File: src/rtl/syncram_pkg.sv
`timescale 1ns/1ps
package syncram_pkg;

    // Access decided at a clock rise
    typedef enum logic [1:0] {
        KIND_IDLE   = 2'd0,
        KIND_PROC   = 2'd1,
        KIND_CTL_RD = 2'd2,
        KIND_CTL_WR = 2'd3
    } access_kind_e;

endpackage

File: src/rtl/syncram_decode.sv
`timescale 1ns/1ps
module syncram_decode
    import syncram_pkg::*;
#(
    parameter int LANES = 4
) (
    input  logic             adr_proc_n,
    input  logic             adr_ctl_n,
    input  logic             ce1_n,
    input  logic             ce2,
    input  logic             ce3_n,
    input  logic             gw_n,
    input  logic             bwe_n,
    input  logic [LANES-1:0] bsel_n,
    output access_kind_e     kind,
    output logic [LANES-1:0] lane_mask
);

    logic chips_on;

    always_comb begin
        chips_on = !ce1_n && ce2 && !ce3_n;

        // global write beats the byte path; byte path needs a selected lane
        if (!gw_n) begin
            lane_mask = '1;
        end else if (!bwe_n) begin
            lane_mask = ~bsel_n;
        end else begin
            lane_mask = '0;
        end

        kind = KIND_IDLE;
        if (!adr_proc_n) begin
            // processor strobe owns the cycle; controller strobe is ignored
            if (chips_on) begin
                kind = KIND_PROC;
            end
        end else if (!adr_ctl_n && chips_on) begin
            kind = (|lane_mask) ? KIND_CTL_WR : KIND_CTL_RD;
        end
    end

endmodule

File: src/rtl/syncram_seq.sv
`timescale 1ns/1ps
module syncram_seq
    import syncram_pkg::*;
#(
    parameter int ADDR_W = 19,
    parameter int MEM_AW = 6,
    parameter int LANES  = 4
) (
    input  logic              clk,
    input  logic              rst_n,
    input  access_kind_e      kind,
    input  logic [LANES-1:0]  lane_mask,
    input  logic [ADDR_W-1:0] addr,
    output logic              wr_en,
    output logic [MEM_AW-1:0] wr_idx,
    output logic [LANES-1:0]  wr_lanes,
    output logic [MEM_AW-1:0] rd_idx,
    output logic              rd_valid
);

    typedef struct packed {
        logic [MEM_AW-1:0] idx;
        logic              pend;
        logic              rdv;
    } seq_state_t;

    seq_state_t st_d, st_q;
    logic [MEM_AW-1:0] cap_idx;

    // fold the full address into the array index
    always_comb begin
        cap_idx = '0;
        for (int i = 0; i < ADDR_W; i++) begin
            cap_idx[i % MEM_AW] = cap_idx[i % MEM_AW] ^ addr[i];
        end
    end

    always_comb begin
        st_d     = st_q;
        wr_en    = 1'b0;
        wr_idx   = st_q.idx;
        wr_lanes = lane_mask;
        case (kind)
            KIND_PROC: begin
                st_d.idx  = cap_idx;
                st_d.pend = 1'b1;
                st_d.rdv  = 1'b1;
            end
            KIND_CTL_WR: begin
                st_d.idx  = cap_idx;
                st_d.pend = 1'b0;
                st_d.rdv  = 1'b0;
                wr_en     = 1'b1;
                wr_idx    = cap_idx;
            end
            KIND_CTL_RD: begin
                st_d.idx  = cap_idx;
                st_d.pend = 1'b0;
                st_d.rdv  = 1'b1;
            end
            default: begin
                // data phase of a processor-strobe access
                if (st_q.pend && (|lane_mask)) begin
                    wr_en = 1'b1;
                end
                st_d.pend = 1'b0;
                st_d.rdv  = 1'b0;
            end
        endcase
        rd_idx   = st_q.idx;
        rd_valid = st_q.rdv;
    end

    always_ff @(posedge clk or negedge rst_n) begin
        if (!rst_n) begin
            st_q <= '0;
        end else begin
            st_q <= st_d;
        end
    end

    AST_PROC_CAPTURE_NO_WRITE: assert property (@(posedge clk) disable iff (!rst_n)
        (kind == KIND_PROC) |-> !wr_en);

    AST_DATA_PHASE_ADDR: assert property (@(posedge clk) disable iff (!rst_n)
        (kind == KIND_PROC) ##1 (wr_en && kind == KIND_IDLE) |-> (wr_idx == $past(cap_idx)));

    AST_IDLE_NO_NEW_READ: assert property (@(posedge clk) disable iff (!rst_n)
        (kind == KIND_IDLE) |=> !rd_valid);

endmodule

File: src/rtl/syncram_array.sv
`timescale 1ns/1ps
module syncram_array #(
    parameter int LANES  = 4,
    parameter int LANE_W = 9,
    parameter int MEM_AW = 6
) (
    input  logic                    clk,
    input  logic                    rst_n,
    input  logic                    wr_en,
    input  logic [MEM_AW-1:0]       wr_idx,
    input  logic [LANES-1:0]        wr_lanes,
    input  logic [LANES*LANE_W-1:0] wr_data,
    input  logic [MEM_AW-1:0]       rd_idx,
    output logic [LANES*LANE_W-1:0] rd_data
);

    localparam int DEPTH = 1 << MEM_AW;

    for (genvar g = 0; g < LANES; g++) begin : g_lane
        logic [LANE_W-1:0] store [DEPTH];

        always_ff @(posedge clk) begin
            if (wr_en && wr_lanes[g]) begin
                store[wr_idx] <= wr_data[g*LANE_W +: LANE_W];
            end
        end

        assign rd_data[g*LANE_W +: LANE_W] = store[rd_idx];
    end

    AST_WRITE_HAS_LANE: assert property (@(posedge clk) disable iff (!rst_n)
        wr_en |-> (wr_lanes != '0));

endmodule

File: src/rtl/syncram_ctl.sv
`timescale 1ns/1ps
module syncram_ctl
    import syncram_pkg::*;
#(
    parameter int ADDR_W = 19,
    parameter int LANES  = 4,
    parameter int BYTE_W = 8,
    parameter int MEM_AW = 6,
    localparam int LANE_W = BYTE_W + 1,
    localparam int DATA_W = LANES * LANE_W
) (
    input  logic              clk,
    input  logic              rst_n,
    input  logic              adr_proc_n,
    input  logic              adr_ctl_n,
    input  logic              ce1_n,
    input  logic              ce2,
    input  logic              ce3_n,
    input  logic              gw_n,
    input  logic              bwe_n,
    input  logic [LANES-1:0]  bsel_n,
    input  logic              oe_n,
    input  logic [ADDR_W-1:0] addr,
    input  logic [DATA_W-1:0] dq_in,
    output logic [DATA_W-1:0] dq_out,
    output logic              dq_oe
);

    access_kind_e      kind;
    logic [LANES-1:0]  lane_mask;
    logic              wr_en;
    logic [MEM_AW-1:0] wr_idx;
    logic [LANES-1:0]  wr_lanes;
    logic [MEM_AW-1:0] rd_idx;
    logic              rd_valid;
    logic [DATA_W-1:0] rd_data;

    syncram_decode #(.LANES(LANES)) u_decode (
        .adr_proc_n (adr_proc_n),
        .adr_ctl_n  (adr_ctl_n),
        .ce1_n      (ce1_n),
        .ce2        (ce2),
        .ce3_n      (ce3_n),
        .gw_n       (gw_n),
        .bwe_n      (bwe_n),
        .bsel_n     (bsel_n),
        .kind       (kind),
        .lane_mask  (lane_mask)
    );

    syncram_seq #(.ADDR_W(ADDR_W), .MEM_AW(MEM_AW), .LANES(LANES)) u_seq (
        .clk       (clk),
        .rst_n     (rst_n),
        .kind      (kind),
        .lane_mask (lane_mask),
        .addr      (addr),
        .wr_en     (wr_en),
        .wr_idx    (wr_idx),
        .wr_lanes  (wr_lanes),
        .rd_idx    (rd_idx),
        .rd_valid  (rd_valid)
    );

    syncram_array #(.LANES(LANES), .LANE_W(LANE_W), .MEM_AW(MEM_AW)) u_array (
        .clk      (clk),
        .rst_n    (rst_n),
        .wr_en    (wr_en),
        .wr_idx   (wr_idx),
        .wr_lanes (wr_lanes),
        .wr_data  (dq_in),
        .rd_idx   (rd_idx),
        .rd_data  (rd_data)
    );

    // bus drive: only read data of last capture, never during a write
    always_comb begin
        dq_oe  = !oe_n && rd_valid && !wr_en;
        dq_out = dq_oe ? rd_data : '0;
    end

    AST_OE_HIGH_FLOATS: assert property (@(posedge clk) disable iff (!rst_n)
        oe_n |-> (!dq_oe && dq_out == '0));

    AST_CTL_WRITE_FLOATS: assert property (@(posedge clk) disable iff (!rst_n)
        (!gw_n && adr_proc_n && !adr_ctl_n && !ce1_n && ce2 && !ce3_n) |-> !dq_oe);

    AST_CE1_BLOCKS_PROC: assert property (@(posedge clk) disable iff (!rst_n)
        (ce1_n && !adr_proc_n) |=> !dq_oe);

endmodule

File: config.mk
export PLATFORM = sky130hd
export DESIGN_NAME = syncram_ctl
export DESIGN_NICKNAME = d
export VERILOG_FILES = /design/src/rtl/syncram_pkg.sv /design/src/rtl/syncram_decode.sv /design/src/rtl/syncram_seq.sv /design/src/rtl/syncram_array.sv /design/src/rtl/syncram_ctl.sv
export SDC_FILE = /design/constraint.sdc
export NUM_CORES = 2
export LEC_CHECK = 0
export BUFFER_PORTS_ARGS = -buffer_cell sky130_fd_sc_hd__buf_4
export CORE_MARGIN = 2
export CORE_UTILIZATION = 34
export DETAILED_ROUTE_END_ITERATION = 10
export PLACE_DENSITY = 0.55
export RECOVER_POWER = 25
export SYNTH_ARGS = -nofsm -noshare
export SYNTH_HDL_FRONTEND = slang
export SYNTH_SLANG_ARGS = --single-unit
File: constraint.sdc
create_clock -name clk -period 3.9 [get_ports clk]
set_input_delay 0.39 -clock clk [delete_from_list [all_inputs] [get_ports clk]]
set_output_delay 0.39 -clock clk [all_outputs]
set_load 0.005 [all_outputs]
-- Yosys cells after proc, flatten, opt, wreduce, memory -nomap -nowiden
Memory sizes are Yosys's and may differ from the RTL's.
Cells that the tools add are included.
Widths: inputs -> output; s select.
- bits of input ports: 69
- flip-flop bits (word level): 8
- memories kept: 4
- output and inout port bits: 37
- logic and storage cells: 61
- memory bits (writable): 2304
- mux-type cells: 19
- bitwise operators: 14
- reduce and logical (&&, ||, !) cells: 18
- eq/ne operators: 3
- memory list (name ; depth ; width ; read ports ; clocked after Yosys merged registers in ; wr ports ; RTL line ; source):
    u_array.g_lane[0].store ; 64 ; 9 ; 1 ; 0 ; 1 ; syncram_array.sv:20 ; logic [LANE_W-1:0] store [DEPTH];
    u_array.g_lane[1].store ; 64 ; 9 ; 1 ; 0 ; 1 ; syncram_array.sv:20 ;
    u_array.g_lane[2].store ; 64 ; 9 ; 1 ; 0 ; 1 ; syncram_array.sv:20 ;
    u_array.g_lane[3].store ; 64 ; 9 ; 1 ; 0 ; 1 ; syncram_array.sv:20 ;
- operators with widths (operator ; count):
    $mux 36 ; 1
    $xor 1x1->1 ; 13
    $mux 1 ; 11
    $logic_and 1x1->1 ; 10
    $mux 4 ; 2
    $mux 6 ; 1
    $logic_not 1->1 ; 5
    $eq 2x2->1 const B ; 2
    $mux 2 ; 2
    $not 4->4 ; 1
    $pmux 2 s2 ; 1
    $reduce_or 4->1 ; 1
    $reduce_or 3->1 ; 1
    $eq 2x1->1 const B ; 1
    $pmux 1 s2 ; 1
    $reduce_or 2->1 ; 1

-- Logic depth before layout (Yosys ltp)
- depth in word-level cells: 13
- gate-level depth with buffers: 13
- mapped depth without buffers: 11

-- Cells and area by module
Synthesis repeated with hierarchy kept, for this count alone.
- cell total of the unflattened synthesis: 4141
- area total of the unflattened synthesis: 89450.8 µm²
- modules (own cells, without submodules) (module ; seq. area each (µm²) ; area each (µm²) ; times used ; cells each):
    syncram_array ; 69186.4 ; 88312.2 ; 1 ; 4030
    syncram_seq ; 200.2 ; 599.3 ; 1 ; 56
    syncram_ctl ; 0.0 ; 464.2 ; 1 ; 46
    syncram_decode ; 0.0 ; 75.1 ; 1 ; 9

-- Worst setup path before layout
No wires, ideal clock.
- kind: input-to-reg
- from: in bsel_n[2]
- to: mem u_array.g_lane[2].store[12][0] (enable)
- cell stages on the path: 11
- data arrival time: 2.840 ns
- path slack: 0.686 ns
- library setup time: 0.374 ns
- path buffers: 1
- required time: 3.526 ns
- cell sequence: a41oi_1 -> nor2_1 -> o21ai_0 -> nand2_1 -> inv_1 -> ha_1 -> buf_2 -> mux2_2 -> a2111oi_2 -> nand2_1 -> nor2_1
- cells in the longest elaborated chain, start to end: 13
- elaborated cells between the ends (all ways): 18
- those cells by class: eq/ne (3); mux (10); bitwise (1); reduce/logical (4)
- RTL lines (item ; RTL line ; source):
    start, declared ; syncram_ctl.sv:21 ; input logic [LANES-1:0] bsel_n,
    $not 4->4 (*) ; syncram_decode.sv:28 ; lane_mask = ~bsel_n;
    $mux 4 (*) ; syncram_decode.sv:27 ; end else if (!bwe_n) begin
    $mux 4 (*) ; syncram_decode.sv:25 ; if (!gw_n) begin
    $reduce_or 4->1 ; syncram_decode.sv:40, syncram_seq.sv:63 ;
    $mux 1 ; syncram_decode.sv:40 ; kind = (|lane_mask) ? KIND_CTL_WR : KIND_CTL_RD;
    $mux 2 ; syncram_decode.sv:39 ; end else if (!adr_ctl_n && chips_on) begin
    $mux 2 ; syncram_decode.sv:34 ; if (!adr_proc_n) begin
    $eq 2x1->1 / $eq 2x2->1 (equally long branches) ; syncram_seq.sv:43 ; case (kind)
    $reduce_or 2->1 (no line) ; -- ;
    $pmux 1 s2 ; syncram_seq.sv:43 ;
    $logic_and 1x1->1 ; syncram_array.sv:23 ; if (wr_en && wr_lanes[g]) begin
    $mux 1 ; syncram_array.sv:23 ;
    $mux 1 (implied by the code) ; syncram_array.sv:24 ; store[wr_idx] <= wr_data[g*LANE_W +: LANE_W];
    end, declared ; syncram_array.sv:20 ;
Mark *: on every way between the ends. The rest lies on a longest branch, timed or not.

-- Worst setup path after layout
- from: reg u_seq.st_q, in the netlist u_seq.rd_idx[0]
- to: out dq_out[7]
- cells in the longest elaborated chain, start to end: 2
- RTL lines (item ; RTL line ; source):
    start, declared ; syncram_seq.sv:27 ; seq_state_t st_d, st_q;
    start signal, assigned ; syncram_seq.sv:78 ; st_q <= st_d;
    $mem_v2 64x9 ; -- ;
    $mux 36 ; syncram_ctl.sv:78 ; dq_out = dq_oe ? rd_data : '0;
    end, declared ; syncram_ctl.sv:25 ; output logic [DATA_W-1:0] dq_out,
No other way between the ends.

==> summary.txt <==
Run status
  • Status: complete, but fails checks
  • Failing checks: max-capacitance violations, max-slew violations, negative setup slack

Die
  • Core box area: 263,000 sq um
  • Die height: 518 um
  • Top Ports: 106
  • Row count: 188
  • Die Footprint: 269,000 sq um
  • Starting density of the core: 34.2%
  • Die width: 518 um

Synth
  • Syn Area/Cell: 22.1 sq um
  • Syn Nets: 4,148
  • Syn. warnings: 0
  • Asr flop ratio synth: less than 1%
  • Seq/Total Area, Yosys: 77.1%
  • Post-synth EDFFs: 2,304
  • Distinct cells, synth: 56
  • Synth Flop Type: edfxtp_1
  • FF+latch count, synth: 2,312
  • Netlist Area Pre-Place: around 90,000 sq um
  • Synthesized instance count: 4,076

Power
  • Pwr dens: roughly 610 nW/um^2
  • Worst vdd ir: 0.000594 V
  • Final Power: 0.0674 W
  • Leak Pwr: 34.9 nW

Hold path
  • Hold Path Depth: 3
  • Hold Path Class: input port to register

Worst setup path
  • CP endpoint kind: output port
  • Worst Setup Start Kind: register
  • Cell mode on critical path: buf_12
  • Crit-path cells: buf_12 -> buf_12 -> buf_12 -> mux4_2 -> mux4_2 -> mux2_4 -> nand3_4 -> o31ai_4 -> buf_6
  • WS Path Type: register to output port
  • CP max stage delay: 0.58 ns
  • Required time of the critical path: 3.51 ns
  • Crit path DAT: 3.61 ns
  • CP max-delay cell: mux4_2
  • Crit-path max FO: 5
  • Reg2Reg Depth: 9

Route
  • Met2 WL: around 120 mm
  • Final ANT Viol Nets: 0
  • Total iterations of the first detailed-routing run: 5
  • Drt drc: 0
  • Top layer in use: met5
  • WL met1: 110 mm
  • Routed wl met3: 19.2 mm
  • Avg WL per Cell: 30.0 um
  • Via count: 46,100
  • Iteration-0 DRC count of the detailed router: 5,841
  • Vias per cell: between 5 and 6
  • Post-Route WL: around 260 mm

Place
  • DP HPWL: 159 mm
  • RePlAce Congestion: 0.820
  • PortBufs: 105

Global route
  • Vias in the first global route: 46,100
  • First-pass GRT wire length: 361 mm
  • Gr ovfl total: 0
  • Total GRT Usage: 18.8%
  • Pin count of the biggest net entering global routing: 65
  • Initial antenna violation count: 8

Timing
  • Fin crit share: 102%
  • Slew at the pin closest to its max-slew limit: between 3 and 4 ns
  • Post-layout min period: between 3 and 4 ns
  • FMAX: roughly 0.25 GHz
  • Final WS setup: -0.0972 ns
  • Final Hold Violating Endpoints: 0
  • RSZ-0062 raised after global routing: yes
  • Worst rel slew slack: -130%
  • Final Setup Violations: 20
  • Fin. max-slew vios: approximately 2,100
  • Clock Skew: roughly 0.023 ns

Clock network
  • Htree depth: 4
  • Clock root buffer: clkbuf_16
  • Total CTS buffers: approximately 220
  • Max Root-Sink Buffers: 3
  • Clock transition at path regs: around 0.06 ns
  • Clk sinks: 2,312
  • CTS tree: yes
  • Clk Latency, worst-skew pair: 0.87 ns

Final layout
  • Area delta synth->final: 22.0%
  • Nets: 4,978
  • Core Util, Final: 41.8%
  • Layout cells sized above 1: between 30% and 40%

Job
  • Max_cap viols: 32
registers in the layout, summed over array words and instances (netlist names):
signal,count
u_seq.rd_valid,1
u_seq.st_q,1
u_seq.rd_idx,6
u_array.g_lane.store,2304
cell usage in the layout, fill, tap and decap left out, types with 10 or more instances in the layout:
cell / count
mux2_2: 19
clkbuf_1: 67
o22ai_4: 12
nand3_1: 55
clkbuf_16: 229
buf_8: 18
nor2_4: 12
buf_16: 33
o21ai_0: 14
a21oi_1: 18
mux2i_1: 84
buf_12: 78
bufinv_16: 16
nand2_2: 12
mux4_2: 613
edfxtp_1: 2304
clkinv_2: 44
a22oi_1: 30
clkinv_1: 70
mux2i_4: 11
buf_6: 58
a22oi_2: 21
a31oi_1: 10
nor2_1: 280
nand4_1: 10
a221oi_1: 11
nand2_1: 102
buf_4: 607
a21oi_2: 12
where the power goes:
part | internal [W] | total, W | switching (W)
sequential | 0.0275 | 0.0276 | 0.000122
clock | 0.0116 | 0.0209 | 0.00927
combinational | 0.00874 | 0.0190 | 0.0102
critical path, delay by kind of cell, from the launching register on:
family	cells	cell delay (ns)
and+or+nand+nor	1	0.09
buffers and inverters	4	0.62
DFF	1	0.46
AOI/OAI and AO/OA	1	0.11
muxes	3	1.44
routing by layer:
layer  vias to the layer above  GRT usage (%)
met5                         -              0
met4                         2           5.15
met3                       383           3.43
met2                      1996           29.7
met1                     24900           26.9
li1                      18800              -
kinds of logic (layout without fill, tap and decap cells):
family          Yosys count  in the layout  share of synthesized area, %
fa+ha+maj                 3              3                        0.0417
mux                     739            739                          16.8
compound gates          215            215                          1.72
xor+xnor                  9              9                         0.171
flops                  2312           2312                          77.1
simple gates            559            559                          2.64
other cells               0              1                             0
buf+inv                 239           1252                          1.51
timing repair:
action / 4_1_cts / 5_1_grt
hold buffers: 2 / 0
pin swaps: 68 / 55
gates cloned: 24 / 2
gates resized for setup: 339 / 116
setup buffers: 103 / 62
setup endpoints to repair: 36 / 36
endpoints found under the hold margin: 9 / 0
cells in the mapped netlist, drive strengths merged (8+ instances only):
| library cell | n | share of area [%] |
|---|---|---|
| nand2 | 118 | 0.49 |
| edfxtp | 2304 | 77 |
| clkbuf | 67 | 0.28 |
| o21ai | 23 | 0.13 |
| o2111ai | 9 | 0.088 |
| nor3 | 15 | 0.083 |
| a211oi | 9 | 0.092 |
| a31oi | 16 | 0.11 |
| a2111oi | 8 | 0.12 |
| dfrtp | 8 | 0.22 |
| nand3 | 68 | 0.38 |
| nor2 | 300 | 1.3 |
| inv | 9 | 0.038 |
| mux2i | 103 | 1.1 |
| a22oi | 51 | 0.43 |
| a221oi | 20 | 0.20 |
| a21oi | 36 | 0.20 |
| o22ai | 22 | 0.15 |
| nand2b | 9 | 0.063 |
| nand4 | 10 | 0.070 |
| mux2 | 23 | 0.29 |
| mux4 | 613 | 15 |
| nor2b | 10 | 0.070 |
| buf | 163 | 1.2 |
path summary, 6_finish.rpt:
check	startpoint	end	slack, ns
max in group asynchronous	rst_n	u_seq.rd_idx[3]	3.06
worst min register to register	u_seq.rd_idx[5]	u_seq.rd_idx[5]	0.96
worst min-delay path	adr_ctl_n	u_seq.st_q[1]	0.03
min in group asynchronous	rst_n	u_seq.rd_idx[0]	0.27
worst max-delay path	u_seq.rd_idx[0]	dq_out[7]	-0.1
worst max register to register	u_seq.rd_idx[1]	u_array.g_lane[2].store[3][6]	0.75
layout make-up:
cell class | count | area (sq um)
antenna | 1 | 2.50
clock buffer | 261 | 5810
clock inverter | 148 | 1150
fill | 22800 | 153000
inverter | 9 | 41.3
multi-input combinational | 1525 | 20700
sequential | 2312 | 69400
tap | 3515 | 4400
timing repair buffer | 834 | 8240
through the flow:
stage,area [sq um],setup TNS (ns),cells,hold WS [ns],setup WS [ns]
6_report,110000,-0.630,8605,0.0298,-0.0972
5_1_grt,110000,-2.53,8604,0.0296,-0.158
4_1_cts,109000,-3.19,8558,0.0180,-0.188
3_5_place_dp,99000,-0.00432,8037,0.257,-0.00432
3_3_place_gp,99000,-2.79,8037,0.256,-0.134
2_1_floorplan,89900,0,4076,0.0944,0.686
Power figures use the tool's default switching activity.
